File: src/rtl/priv_pkg.sv
package priv_pkg;

   localparam int MODE_VIRT_BIT = 0;
   localparam int MODE_SUPV_BIT = 1;

   typedef enum logic [2:0] {
      OPC_PLAIN   = 3'd0,
      OPC_SYSOP   = 3'd1,
      OPC_WR_TBL  = 3'd2,
      OPC_RD_TBL  = 3'd3,
      OPC_WR_KSTK = 3'd4,
      OPC_RD_KSTK = 3'd5,
      OPC_RSV6    = 3'd6,
      OPC_RSV7    = 3'd7
   } op_class_e;

   typedef enum logic [1:0] {
      TIER_KERNEL = 2'b00,
      TIER_USER   = 2'b01,
      TIER_SUPV   = 2'b10,
      TIER_DRIVER = 2'b11
   } tier_e;

   function automatic logic class_is_priv(input op_class_e c);
      return (c == OPC_SYSOP)  || (c == OPC_WR_TBL)  || (c == OPC_RD_TBL) ||
             (c == OPC_WR_KSTK) || (c == OPC_RD_KSTK);
   endfunction

endpackage

File: src/rtl/priv_mode_ctl.sv
module priv_mode_ctl
   import priv_pkg::*;
#(
   parameter int AW     = 32,
   parameter int MODE_W = 8
) (
   input  logic              clk,
   input  logic              rst_n,
   input  logic              irq_enter,
   input  logic              iret_strobe,
   input  logic [MODE_W-1:0] iret_mode,
   input  logic [AW-1:0]     iret_base,
   input  logic [AW-1:0]     iret_len,
   output logic [MODE_W-1:0] mode_q,
   output logic [AW-1:0]     base_q,
   output logic [AW-1:0]     len_q,
   output logic              user_tier,
   output logic              virt_on
);

   tier_e tier;
   logic  take_frame;

   assign tier       = tier_e'(mode_q[1:0]);
   assign user_tier  = (tier == TIER_USER);
   assign virt_on    = mode_q[MODE_VIRT_BIT];
   assign take_frame = iret_strobe && !irq_enter && !user_tier;

   always_ff @(posedge clk or negedge rst_n) begin
      if (!rst_n) begin
         mode_q <= '0;
         base_q <= '0;
         len_q  <= '0;
      end else if (irq_enter) begin
         mode_q <= '0;
      end else if (take_frame) begin
         mode_q <= iret_mode;
         base_q <= iret_base;
         len_q  <= iret_len;
      end
   end

endmodule

File: src/rtl/priv_sysregs.sv
module priv_sysregs
   import priv_pkg::*;
#(
   parameter int AW        = 32,
   parameter int VEC_W     = 8,
   parameter int FAULT_VEC = 3
) (
   input  logic             clk,
   input  logic             rst_n,
   input  logic             op_valid,
   input  logic [2:0]       op_class,
   input  logic [AW-1:0]    op_data,
   input  logic             user_tier,
   input  logic [VEC_W-1:0] irq_vec,
   output logic             priv_fault,
   output logic [VEC_W-1:0] fault_vec,
   output logic [AW-1:0]    rd_data,
   output logic [AW-1:0]    vec_addr,
   output logic [AW-1:0]    tbl_q,
   output logic [AW-1:0]    kstk_q
);

   localparam int PAD_W = AW - VEC_W - 2;
   localparam logic [VEC_W-1:0] FAULT_CODE = VEC_W'(FAULT_VEC);

   op_class_e cls;
   logic      allowed;

   assign cls        = op_class_e'(op_class);
   assign priv_fault = op_valid && user_tier && class_is_priv(cls);
   assign fault_vec  = priv_fault ? FAULT_CODE : '0;
   assign allowed    = op_valid && !priv_fault;

   always_ff @(posedge clk or negedge rst_n) begin
      if (!rst_n) begin
         tbl_q  <= '0;
         kstk_q <= '0;
      end else begin
         if (allowed && cls == OPC_WR_TBL)  tbl_q  <= op_data;
         if (allowed && cls == OPC_WR_KSTK) kstk_q <= op_data;
      end
   end

   always_comb begin
      rd_data = '0;
      if (allowed && cls == OPC_RD_TBL)  rd_data = tbl_q;
      if (allowed && cls == OPC_RD_KSTK) rd_data = kstk_q;
   end

   generate
      if (PAD_W > 0) begin : g_pad
         assign vec_addr = tbl_q + {{PAD_W{1'b0}}, irq_vec, 2'b00};
      end else begin : g_nopad
         assign vec_addr = tbl_q + {irq_vec, 2'b00};
      end
   endgenerate

endmodule

File: src/rtl/priv_xlat.sv
module priv_xlat #(
   parameter int AW         = 32,
   parameter bit WRAP_FAULT = 1'b1
) (
   input  logic          acc_valid,
   input  logic [AW-1:0] acc_addr,
   input  logic          virt_on,
   input  logic [AW-1:0] base,
   input  logic [AW-1:0] len,
   output logic [AW-1:0] xlat_addr,
   output logic          acc_fault
);

   logic [AW-1:0] reloc;
   logic          carry;
   logic          over_len;
   logic          bad;

   generate
      if (WRAP_FAULT) begin : g_wrap
         logic [AW:0] wide;
         assign wide  = {1'b0, acc_addr} + {1'b0, base};
         assign reloc = wide[AW-1:0];
         assign carry = wide[AW];
      end else begin : g_nowrap
         assign reloc = acc_addr + base;
         assign carry = 1'b0;
      end
   endgenerate

   assign over_len  = (acc_addr >= len);
   assign bad       = acc_valid && virt_on && (over_len || carry);
   assign acc_fault = bad;

   always_comb begin
      if (bad)          xlat_addr = '0;
      else if (virt_on) xlat_addr = reloc;
      else              xlat_addr = acc_addr;
   end

endmodule

File: src/rtl/priv_guard.sv
module priv_guard
   import priv_pkg::*;
#(
   parameter int AW         = 32,
   parameter int MODE_W     = 8,
   parameter int VEC_W      = 8,
   parameter int FAULT_VEC  = 3,
   parameter bit WRAP_FAULT = 1'b1
) (
   input  logic              clk,
   input  logic              rst_n,
   input  logic              op_valid,
   input  logic [2:0]        op_class,
   input  logic [AW-1:0]     op_data,
   output logic [AW-1:0]     rd_data,
   output logic              priv_fault,
   output logic [VEC_W-1:0]  fault_vec,
   input  logic              acc_valid,
   input  logic [AW-1:0]     acc_addr,
   output logic [AW-1:0]     xlat_addr,
   output logic              acc_fault,
   input  logic              irq_enter,
   input  logic [VEC_W-1:0]  irq_vec,
   output logic [AW-1:0]     vec_addr,
   output logic              sp_load,
   output logic [AW-1:0]     sp_value,
   input  logic              iret_strobe,
   input  logic [MODE_W-1:0] iret_mode,
   input  logic [AW-1:0]     iret_base,
   input  logic [AW-1:0]     iret_len,
   output logic [MODE_W-1:0] cur_mode
);

   generate
      if (MODE_W < 2) begin : g_bad_mode
         $error("priv_guard: MODE_W must hold the two tier bits");
      end
      if (AW < VEC_W + 2) begin : g_bad_aw
         $error("priv_guard: AW too narrow for the vector offset");
      end
      if (FAULT_VEC >= (1 << VEC_W)) begin : g_bad_fv
         $error("priv_guard: FAULT_VEC does not fit in VEC_W");
      end
   endgenerate

   logic [AW-1:0] base_w;
   logic [AW-1:0] len_w;
   logic [AW-1:0] tbl_w;
   logic [AW-1:0] kstk_w;
   logic          user_tier;
   logic          virt_on;

   priv_mode_ctl #(.AW(AW), .MODE_W(MODE_W)) u_mode (
      .clk        (clk),
      .rst_n      (rst_n),
      .irq_enter  (irq_enter),
      .iret_strobe(iret_strobe),
      .iret_mode  (iret_mode),
      .iret_base  (iret_base),
      .iret_len   (iret_len),
      .mode_q     (cur_mode),
      .base_q     (base_w),
      .len_q      (len_w),
      .user_tier  (user_tier),
      .virt_on    (virt_on)
   );

   priv_sysregs #(.AW(AW), .VEC_W(VEC_W), .FAULT_VEC(FAULT_VEC)) u_sys (
      .clk       (clk),
      .rst_n     (rst_n),
      .op_valid  (op_valid),
      .op_class  (op_class),
      .op_data   (op_data),
      .user_tier (user_tier),
      .irq_vec   (irq_vec),
      .priv_fault(priv_fault),
      .fault_vec (fault_vec),
      .rd_data   (rd_data),
      .vec_addr  (vec_addr),
      .tbl_q     (tbl_w),
      .kstk_q    (kstk_w)
   );

   priv_xlat #(.AW(AW), .WRAP_FAULT(WRAP_FAULT)) u_xlat (
      .acc_valid(acc_valid),
      .acc_addr (acc_addr),
      .virt_on  (virt_on),
      .base     (base_w),
      .len      (len_w),
      .xlat_addr(xlat_addr),
      .acc_fault(acc_fault)
   );

   assign sp_load  = irq_enter && user_tier;
   assign sp_value = kstk_w;

endmodule

File: config.mk
export PLATFORM = sky130hd
export DESIGN_NAME = priv_guard
export DESIGN_NICKNAME = d
export VERILOG_FILES = /design/src/rtl/priv_pkg.sv /design/src/rtl/priv_mode_ctl.sv /design/src/rtl/priv_sysregs.sv /design/src/rtl/priv_xlat.sv /design/src/rtl/priv_guard.sv
export SDC_FILE = /design/constraint.sdc
export NUM_CORES = 1
export LEC_CHECK = 0
export ABC_AREA = 1
export BUFFER_PORTS_ARGS = -buffer_cell sky130_fd_sc_hd__buf_2
export CORE_MARGIN = 2
export CORE_UTILIZATION = 55
export CTS_BUF_LIST = sky130_fd_sc_hd__clkbuf_4
export DETAILED_ROUTE_END_ITERATION = 12
export PLACE_DENSITY = 0.83
export RECOVER_POWER = 25
export SETUP_SLACK_MARGIN = 0.5
export SYNTH_ARGS = -nofsm -noshare
export SYNTH_HDL_FRONTEND = slang
export SYNTH_SLANG_ARGS = --single-unit
File: constraint.sdc
create_clock -name clk -period 2.35 [get_ports clk]
set_input_delay 0.1175 -clock clk [delete_from_list [all_inputs] [get_ports clk]]
set_output_delay 0.1175 -clock clk [all_outputs]
set_load 0.05 [all_outputs]
==> impl_metrics.tcl, run 1 <==
set metrics [dict create \
    status "stopped before the end" \
    lastStage "5_1_grt" \
    error "[ERROR GRT-0232] Routing congestion too high. Check the congestion heatmap in the GUI." \
    synthAdderAreaFrac_pct 8.96 \
    yosys.area_share.simple_pct 27.6 \
    worst-ep-kind "primary output" \
    grt-worst-endpoint "vec_addr[26]" \
    synth_area_per_cell_um2 6.71 \
    ys_warn_count 0 \
    grt_max_degree 65 \
    dp_hpwl_mm 28.1 \
    die_height_um 142 \
    synth-seq-cells 136 \
    ys.flop_type "dfrtp_1" \
    clock_sinks 136 \
    syn_inst 1565 \
    htreeDepth 4 \
    synth_area_leaders "dfrtp_1 (32%), nand2_1 (16%), inv_1 (12%)" \
    grt_usage_pct 85.9 \
    yosys-top-cells-count "nand2_1 (447), inv_1 (322), nor2_1 (138), dfrtp_1 (136), o21ai_0 (92)" \
    async_flop_share_pct 100 \
    syn_area_um2 10500 \
    synth_compound_area_share_pct 10.5 \
    synth_cell_type_count 38 \
    io_pins 300 \
    synth-xor-area-share_pct 2.59 \
    start_util_pct 56.1 \
    overflow 215 \
    cts-buffers-inserted 17 \
    ctsLongestPathBuffers 2 \
    die_w_um 142 \
    ctsRootBufferMaster "clkbuf_4" \
    globalplace.congestion 0.936 \
    yosysTopAreaCell "dfrtp_1" \
    ys_seq_area_share_pct 32.4 \
    yosysMostFrequentCell "nand2_1" \
    synth_top_family_by_area "simple AND/OR/NAND/NOR gates" \
    num_rows 50 \
    synth_edf_count 0 \
    yosysTopAreaCellShare_pct 32.4 \
    numPortBuffers 293 \
    synthMuxAreaShare_pct 3.63 \
]
[metal layers]
metal / global-route usage (%) / GRT overflow
met1: 82.7 / 1
met2: 100 / 112
met3: 73.9 / 1
met4: 92.8 / 99
met5: 38.8 / 2
[stage by stage]
stage	area [um2]	setup slack (ns)	utilization, %	std cells	TNS (ns)
after global placement	14100	-0.0336	75.2	2140	-0.150
after floorplan	11800	0.0359	-	1570	0
after CTS	16800	-0.639	89.6	2309	-29.29
after detailed placement	14100	-0.110	75.2	2140	-2.14
[cell families after synthesis]
kind of cell    after synthesis
simple gates                707
other cells                   1
buf+inv                     373
mux                          34
xor+xnor                     31
flops                       136
fa+ha+maj                    74
compound gates              209
[what timing repair did]
item,4_1_cts
hold endpoints to repair,243
endpoints found under the setup margin,97
hold buffers,106
gates cloned,6
resized for setup,291
pin swaps,31
buffers inserted,25
==> run 2, diff against run 1 <==
- CORE_UTILIZATION: 55 -> 40
- CTS_BUF_LIST: sky130_fd_sc_hd__clkbuf_4 -> unset
- PLACE_DENSITY: 0.83 -> unset
- PLACE_DENSITY_LB_ADDON: unset -> 0.15
- SETUP_SLACK_MARGIN: 0.5 -> unset
==> run 2 against run 1 <==
  * The flow now finishes, with violations (setup timing)
  * Synthesized cell count stayed put
  * Area after synthesis unchanged
==> impl_metrics.tcl, run 2 <==
set metrics [dict create \
    grt_max_degree 66 \
    ys_seq_area_share_pct 32.4 \
    drive_gt1_share_pct 33.7 \
    vias_per_cell 4.80 \
    drt-pass1-iter-count 6 \
    drc 0 \
    io_pins 300 \
    p_per_area_nw_per_um2 774 \
    slowest_delay_ns 0.36 \
    ys_warn_count 0 \
    finClkSkew_ns 0.0137 \
    final_common_cell "nand2_1" \
    vdd_drop_max_v 0.000585 \
    power_leakage_nw 8.93 \
    drv_slew 0 \
    worstPathMaxFanout 4 \
    dp_hpwl_mm 27.7 \
    crit_type "reg -> out" \
    finalNetCount 2278 \
    cts-buffers-inserted 17 \
    relSlewSlack_pct 23.1 \
    hold_viol_final 0 \
    numPortBuffers 293 \
    num_rows 59 \
    yosysTopAreaCell "dfrtp_1" \
    timing.hold.ws_ns 0.0220 \
    clkTransAtPathRegs_ns 0.06 \
    start_util_pct 40.5 \
    end_kind "primary output" \
    cp.required_ns 2.23 \
    hold_depth 3 \
    clock_sinks 136 \
    period_share_pct 119 \
    cts_tree "yes" \
    hold_class "in -> reg" \
    die_area_um2 27600 \
    worst-slew-pin-transition_ns 1.15 \
    fp.coreArea_um2 25900 \
    setup_viol 56 \
    synth_cell_type_count 38 \
    synth_area_leaders "dfrtp_1 (32%), nand2_1 (16%), inv_1 (12%)" \
    drv_cap 0 \
    wl_mm 37.2 \
    die_height_um 166 \
    critPathCapture "vec_addr[16]" \
    wire_per_inst_um 15.5 \
    rr_worst_depth 8 \
    setup_tns_ns -17.39 \
    clock_latency_ns 0.43 \
    drtIter0Drc 588 \
    crit_top_cell "buf_6" \
    fmax_mhz 356 \
    antenna_found_initial 8 \
    slowest_stage "dfrtp_1" \
    r2r_slack_ns 0.62 \
    grt_pass1_vias 11500 \
    worstHoldStart "op_data[12]" \
    path_cells "ha_2 > inv_2 > fa_2 > nand3b_1 > nand2_2 > a21oi_4 > o21ai_4 > nand2_4 > nor2_4 > buf_6 > xor2_2 > buf_6" \
    finalNonFillerCells 2406 \
    yosysTopAreaCellShare_pct 32.4 \
    ctsRootBufferMaster "clkbuf_16" \
    synth-seq-cells 136 \
    ant_nets 0 \
    syn_area_um2 10500 \
    htreeDepth 4 \
    yosysMostFrequentCell "nand2_1" \
    yosys-top-cells-count "nand2_1 (447), inv_1 (322), nor2_1 (138), dfrtp_1 (136), o21ai_0 (92)" \
    fin_crit_ns 2.81 \
    r2r_start "u_mode.mode_q[0]" \
    die_w_um 166 \
    globalplace.congestion 0.906 \
    ctsLongestPathBuffers 2 \
    cp-start-kind "flop" \
    synth_edf_count 0 \
    overflow 0 \
    synth_area_per_cell_um2 6.71 \
    rsz0062_at_grt "true" \
    r2r_end "u_sys.kstk_q[14]" \
    placed_cells 2237 \
    grt_pass1_wl_mm 58.6 \
    vias 11500 \
    startpoint "u_sys.tbl_q[2]" \
    syn_inst 1565 \
    grt_usage_pct 26.5 \
    layout_common_cells "nand2_1 (399), inv_1 (308), buf_2 (218), dfrtp_1 (135), dlygate4sd3_1 (104)" \
    status "finished, violations left" \
    violations "setup timing" \
    final_util_pct 63.9 \
    ys.flop_type "dfrtp_1" \
    worst_slack_ns -0.457 \
    worstPathArrival_ns 2.69 \
    power_w 0.0128 \
    async_flop_share_pct 100 \
    nFillCells 2284 \
    areaGrowthSynthToFinish_pct 57.6 \
]
-- run 2: worst max-delay path: cells and delay by family, from the launching register on --
kind                       cells  cell delay (ns)
AOI/OAI and AO/OA              2             0.28
DFF                            1             0.36
adders and majority gates      2             0.52
xor gates and xnor gates       1             0.17
buffers and inverters          3             0.33
and+or+nand+nor                4             0.59
-- run 2: power by group --
group	total [W]	leakage (nW)	internal, W	switching [W]
logic	0.00697	7.02	0.00268	0.00429
registers	0.00316	1.63	0.00279	0.000369
clock network	0.00269	0.277	0.00143	0.00125
-- run 2: worst min path at each step --
stage	endpoint	slack, ns
3_3_place_gp	u_mode.base_q[1]	0.08
2_1_floorplan	u_mode.base_q[0]	-0.18
5_1_grt	u_sys.tbl_q[12]	0.04
3_5_place_dp	u_mode.base_q[1]	0.08
4_1_cts	u_sys.tbl_q[12]	0.01
6_report	u_sys.tbl_q[12]	0.02
-- run 2: routing by layer --
metal / vias up / share of wire [%] / global-route usage [%]
li1: 5821 / - / -
met2: 322 / 52 / 48.5
met3: 56 / 6.1 / 6.12
met1: 5342 / 40 / 31.4
met4: 2 / 2.1 / 6.31
met5: - / 0.035 / 0
-- run 2: metrics by stage --
stage / cell area, um2 / setup WS, ns
floorplan: 10900 / -0.204
CTS: 15800 / -0.412
global route: 16500 / -0.600
global placement: 13300 / -0.121
finish: 16600 / -0.457
detailed placement: 13300 / -0.173
-- run 2: kinds of logic after synthesis --
| group | Yosys count | synth area share [%] |
|---|---|---|
| xor gates and xnor gates | 31 | 2.59 |
| muxes | 34 | 3.63 |
| other | 1 | 0.0357 |
| and+or+nand+nor | 707 | 27.6 |
| buffers and inverters | 373 | 14.2 |
| DFF | 136 | 32.4 |
| adders and majority gates | 74 | 8.96 |
| AOI/OAI and AO/OA | 209 | 10.5 |
-- run 2: timing repair --
action | CTS | global route
hold endpoints to repair | 171 | 0
hold buffers | 104 | 0
endpoints found under the setup margin | 83 | 87
pin swaps | 20 | 33
gates cloned | 0 | 1
setup buffers | 14 | 15
resized for setup | 211 | 162
-- run 2: layout make-up --
cell class / count / area (um2) / area share (%)
Multi-Input combinational cell: 1061 / 6940 / 41.9
Clock inverter: 14 / 131 / 0.794
Tap cell: 335 / 419 / 2.53
Inverter: 323 / 1210 / 7.33
Sequential cell: 136 / 3400 / 20.6
Clock buffer: 18 / 439 / 2.65
Antenna cell: 7 / 17.5 / 0.106
Timing Repair Buffer: 512 / 3990 / 24.1
(Power assumes the default switching activity.)
==> run 3, diff against run 2 <==
- HOLD_SLACK_MARGIN: unset -> 0.15
==> run 3 against run 2 <==
  * The run still ends with setup timing left
  * Count of clock-buffer cells in the layout unchanged
  * Clock skew down 0.0028 ns
  * First-iteration DRC count up 7.5%
  * Largest cell class unchanged
==> impl_metrics.tcl, run 3 (synthesized netlist as in run 2, its figures left out) <==
set metrics [dict create \
    drc 0 \
    rsz0062_at_grt "true" \
    p_sw_share_pct 46.2 \
    vdd_drop_max_v 0.000586 \
    nFillCells 2282 \
    setup_viol 56 \
    final_common_cell "nand2_1" \
    vias_per_cell 4.81 \
    clkTransAtPathRegs_ns 0.07 \
    ant_nets 0 \
    clock_latency_ns 0.43 \
    met2_length_mm 19.2 \
    grt_pass1_vias 11500 \
    wl_mm 37.3 \
    hold_class "in -> reg" \
    dp_slack_ns -0.173 \
    violations "setup timing" \
    cts_tree "yes" \
    hold_depth 4 \
    end_kind "primary output" \
    finClkSkew_ns 0.0109 \
    path_buf_inv 3 \
    htreeDepth 4 \
    drtIter0Drc 632 \
    areaGrowthSynthToFinish_pct 57.7 \
    final_util_pct 63.9 \
    worstPathMaxFanout 4 \
    clock_power_share_pct 20.9 \
    slowest_stage "dfrtp_1" \
    worst_slack_ns -0.457 \
    drv_slew 0 \
    internal-power_w 0.00690 \
    die_height_um 166 \
    antenna_found_initial 8 \
    share_comb_of_total_power_pct 54.5 \
    io_pins 300 \
    critical_path.top_delay_family "simple AND/OR/NAND/NOR gates" \
    clock_sinks 136 \
    hold_viol_final 0 \
    wire_per_inst_um 15.5 \
    slowest_delay_ns 0.36 \
    drive_gt1_share_pct 33.7 \
    r2r_start "u_mode.mode_q[0]" \
    num_rows 59 \
    place_area_um2 13300 \
    setup_tns_ns -17.50 \
    layout_common_cells "nand2_1 (399), inv_1 (308), buf_2 (218), dfrtp_1 (135), dlygate4sd3_1 (105)" \
    power_leakage_nw 8.94 \
    numPortBuffers 293 \
    hold_end "u_mode.mode_q[0]" \
    seqPwrFrac_pct 24.6 \
    ctsLongestPathBuffers 2 \
    rr_worst_depth 8 \
    grt_pass1_wl_mm 58.6 \
    fmax_mhz 356 \
    status "finished, violations left" \
    r2r_slack_ns 0.62 \
    vias 11600 \
    fin_crit_ns 2.81 \
    crit_type "reg -> out" \
    period_share_pct 119 \
    worstPathArrival_ns 2.69 \
    wl_met3_mm 2.19 \
    fp.coreArea_um2 25900 \
    switchingPower_w 0.00592 \
    worstHoldStart "irq_enter" \
    grt_max_degree 66 \
    cts-buffers-inserted 17 \
    finalNetCount 2279 \
    crit_top_cell "buf_6" \
    overflow 0 \
    grt_usage_pct 26.5 \
    path_cells "ha_2 > inv_2 > fa_2 > nand3b_1 > nand2_2 > a21oi_4 > o21ai_4 > nand2_4 > nor2_4 > buf_6 > xor2_2 > buf_6" \
    drt-met1-wl_mm 15.0 \
    cp-start-kind "flop" \
    relSlewSlack_pct 22.6 \
    ctsRootBufferMaster "clkbuf_16" \
    stdcell_area_um2 16600 \
    drv_cap 0 \
    r2r_end "u_sys.kstk_q[14]" \
    start_util_pct 40.5 \
    drt-pass1-iter-count 5 \
    p_per_area_nw_per_um2 774 \
    die_area_um2 27600 \
    highest_layer "met5" \
    die_w_um 166 \
    globalplace.congestion 0.906 \
    worst-slew-pin-transition_ns 1.16 \
    dp_hpwl_mm 27.7 \
    cp.required_ns 2.23 \
]
==> run 3: worst max path at each step <==
stage | end | depth (start not counted) | from
detailed placement | vec_addr[30] | 12 | u_sys.tbl_q[2]
global route | vec_addr[14] | 12 | u_sys.tbl_q[2]
global placement | vec_addr[14] | 12 | u_sys.tbl_q[2]
finish | vec_addr[16] | 12 | u_sys.tbl_q[2]
floorplan | rd_data[10] | 8 | u_mode.mode_q[1]
CTS | vec_addr[14] | 12 | u_sys.tbl_q[2]
==> run 3: tightest hold or removal path, cell delays in order <==
cell and delay [ns]:
buf_2 0.08, inv_1 0.17, nand3_1 0.13, o21ai_0 0.07
==> run 3: area by class of cell <==
class	count	area [um2]	area share, %
Multi-Input combinational cell	1061	6940	41.9
Timing Repair Buffer	513	4000	24.2
Sequential cell	136	3400	20.6
Clock buffer	18	439	2.65
Inverter	323	1210	7.32
Antenna cell	7	17.5	0.106
Clock inverter	14	131	0.793
Tap cell	335	419	2.53
==> run 3: power by group through the flow <==
stage	sequential (W)	clock, W	combinational, W
floorplan	0.00352	0	0.00363
CTS	0.00313	0.00275	0.00646
finish	0.00316	0.00268	0.00698
global placement	0.00314	0	0.00564
global route	0.00322	0.00285	0.00756
detailed placement	0.00315	0	0.00570
==> run 3: per-layer routing <==
| metal | track usage (%) | vias up |
|---|---|---|
| met2 | 48.5 | 315 |
| met1 | 31.3 | 5373 |
| li1 | - | 5816 |
| met3 | 6.12 | 61 |
| met4 | 6.31 | 2 |
| met5 | 0 | - |
==> run 3: per-stage QoR <==
step	total power [W]	hold slack [ns]	cells
floorplan	0.00715	-0.178	1570
global placement	0.00879	0.0770	2237
detailed placement	0.00885	0.0796	2237
CTS	0.0123	0.170	2388
global route	0.0136	0.240	2406
finish	0.0128	0.196	2407
==> run 3: timing repair <==
item / CTS / global route
gates cloned: 0 / 1
setup buffers: 14 / 15
setup endpoints to repair: 83 / 87
resized for setup: 211 / 162
endpoints found under the hold margin: 272 / 0
pin swaps: 20 / 33
hold buffers: 105 / 0
==> run 4, diff against run 3 <==
--- a/config.mk
+++ b/config.mk
@@ -8,6 +8,8 @@
 export ABC_AREA = 1
 export BUFFER_PORTS_ARGS = -buffer_cell sky130_fd_sc_hd__buf_2
+export CELL_PAD_IN_SITES_DETAIL_PLACEMENT = 2
+export CELL_PAD_IN_SITES_GLOBAL_PLACEMENT = 2
 export CORE_MARGIN = 2
-export CORE_UTILIZATION = 40
+export CORE_UTILIZATION = 28
 export DETAILED_ROUTE_END_ITERATION = 12
 export HOLD_SLACK_MARGIN = 0.15
==> constraint.sdc (replaced) <==
create_clock -name clk -period 2.7 [get_ports clk]
set_input_delay 0.405 -clock clk [delete_from_list [all_inputs] [get_ports clk]]
set_output_delay 0.405 -clock clk [all_outputs]
set_load 0.05 [all_outputs]
==> run 4 against run 3 <==
  * The run still ends with setup timing left
  * First-iteration DRC count shrank 41%
  * Sequential power shrank 12%
  * Critical path depth rose by 4
  * Clock power decreased by 11%
  * Highest routed layer unchanged
  * Via count increased by 6.4%
  * Clock skew down 0.0015 ns
  * Largest power group unchanged
  * Combinational power down 4.6%
==> impl_metrics.tcl, run 4 (synthesized netlist as in run 2, its figures left out) <==
set metrics [dict create \
    path_cells "ha_4 > fa_2 > nand3_2 > nand3_4 > nand2_2 > nand2_4 > buf_4 > nand2_4 > nand3_4 > a21oi_2 > nand2_1 > nand2_2 > buf_12 > nand2_1 > inv_1 > buf_6" \
    seqPwrFrac_pct 23.4 \
    status "finished, violations left" \
    htreeDepth 4 \
    die_height_um 198 \
    critical_path.top_delay_family "simple AND/OR/NAND/NOR gates" \
    grt_pass1_vias 13700 \
    slowest_delay_ns 0.41 \
    fin_crit_ns 3.23 \
    drc 0 \
    cp-start-kind "flop" \
    layout_common_cells "nand2_1 (387), inv_1 (308), buf_2 (202), buf_4 (151), dfrtp_1 (136)" \
    grt_pass1_wl_mm 78.2 \
    io_pins 300 \
    clock_sinks 136 \
    globalplace.congestion 0.837 \
    rsz0062_at_grt "true" \
    start_util_pct 28.5 \
    finClkSkew_ns 0.00936 \
    worst-slew-pin-transition_ns 1.42 \
    fp.coreArea_um2 36800 \
    setup_viol 56 \
    hold_class "in -> reg" \
    switchingPower_w 0.00560 \
    ctsRootBufferMaster "clkbuf_16" \
    drtIter0Drc 374 \
    relSlewSlack_pct 5.11 \
    numPortBuffers 293 \
    areaGrowthSynthToFinish_pct 55.7 \
    end_kind "primary output" \
    finalNonFillerCells 2498 \
    num_rows 70 \
    nFillCells 4216 \
    p_per_area_nw_per_um2 722 \
    antenna_found_initial 13 \
    die_w_um 198 \
    crit_type "reg -> out" \
    cp.required_ns 2.30 \
    power_w 0.0118 \
    hold_viol_final 0 \
    clock_latency_ns 0.45 \
    place_area_um2 13900 \
    share_comb_of_total_power_pct 56.4 \
    final_common_cell "nand2_1" \
    stdcell_area_um2 16300 \
    worstPathArrival_ns 2.82 \
    dp_hpwl_mm 36.8 \
    drt-pass1-iter-count 4 \
    vdd_drop_max_v 0.000447 \
    grt_max_degree 53 \
    finalNetCount 2235 \
    dp_slack_ns -0.366 \
    multi_input_area_um2 6960 \
    worst_slack_ns -0.525 \
    drv_slew 0 \
    period_share_pct 119 \
    ff_latch_area_um2 3400 \
    ctsLongestPathBuffers 2 \
    power_leakage_nw 8.85 \
    cts_tree "yes" \
    drv_cap 0 \
    grt_usage_pct 26.4 \
    clkTransAtPathRegs_ns 0.07 \
    cts-buffers-inserted 17 \
    clock_power_share_pct 20.2 \
    overflow 0 \
    worstPathMaxFanout 7 \
    fmax_mhz 310 \
    ant_nets 0 \
    drive_gt1_share_pct 37.9 \
    p_sw_share_pct 47.4 \
    die_area_um2 39100 \
    violations "setup timing" \
    internal-power_w 0.00620 \
    wire_per_inst_um 21.7 \
    path_buf_inv 4 \
    wl_mm 54.2 \
    slowest_stage "dfrtp_1" \
    vias 12300 \
    placed_cells 2433 \
    vias_per_cell 4.92 \
]
run 4: cell types whose count changed in the layout (fill, tap and decap cells not counted), sizes merged:
cell	previous run	this run
inv	332	327
clkinvlp	2	3
diode	7	9
buf	397	443
bufinv	0	1
clkbuf	29	44
clkinv	3	5
dlygate4sd3	105	1
run 4: path summary, 6_finish.rpt:
kind / depth (start not counted) / start / endpoint / slack, ns
max: 16 / u_mode.base_q[0] / xlat_addr[30] / -0.53
min: 2 / iret_base[25] / u_mode.base_q[25] / 0.19
max reg2reg: 9 / u_mode.mode_q[1] / u_sys.tbl_q[15] / 0.63
min reg2reg: 2 / u_sys.tbl_q[30] / u_sys.tbl_q[30] / 0.50
max in group asynchronous: 3 / rst_n / u_mode.base_q[19] / 0.33
min in group asynchronous: 2 / rst_n / u_sys.kstk_q[4] / 0.80
run 4: layout make-up:
class / instances / area share (%)
Antenna cell: 9 / 0.138
Clock buffer: 19 / 2.71
Sequential cell: 136 / 20.8
Tap cell: 468 / 3.58
Clock inverter: 13 / 0.727
Inverter: 323 / 7.43
Timing Repair Buffer: 469 / 22.0
Multi-Input combinational cell: 1061 / 42.6
run 4: metrics by stage:
stage | hold slack (ns) | utilization [%] | TNS (ns)
floorplan | 0.109 | - | -4.63
global placement | 0.405 | 37.8 | -9.53
detailed placement | 0.407 | 37.8 | -12.20
CTS | 0.168 | 42.9 | -22.36
global route | 0.166 | 44.4 | -31.96
finish | 0.190 | 44.4 | -23.19
run 4: repair_timing:
| action | in CTS | in global routing |
|---|---|---|
| setup buffers | 12 | 11 |
| hold endpoints to repair | 50 | 0 |
| resized for setup | 297 | 139 |
| pin swaps | 41 | 42 |
| cloned | 3 | 2 |
| setup endpoints to repair | 85 | 91 |
| hold buffers | 1 | 0 |
run 4: layer usage:
layer | GRT usage [%] | up-vias | routed length (um)
met2 | 49.0 | 279 | 28700
met4 | 9.72 | 8 | 1950
li1 | - | 5723 | -
met3 | 6.15 | 108 | 2360
met5 | 0 | - | 52
met1 | 29.2 | 6184 | 21100
run 4: power groups by stage:
stage	clock network [W]	logic (W)	registers, W
after detailed placement	0	0.00544	0.00275
final	0.00238	0.00666	0.00277
after CTS	0.00244	0.00620	0.00274
after global placement	0	0.00527	0.00273
after floorplan	0	0.00315	0.00306
after global routing	0.00254	0.00718	0.00282
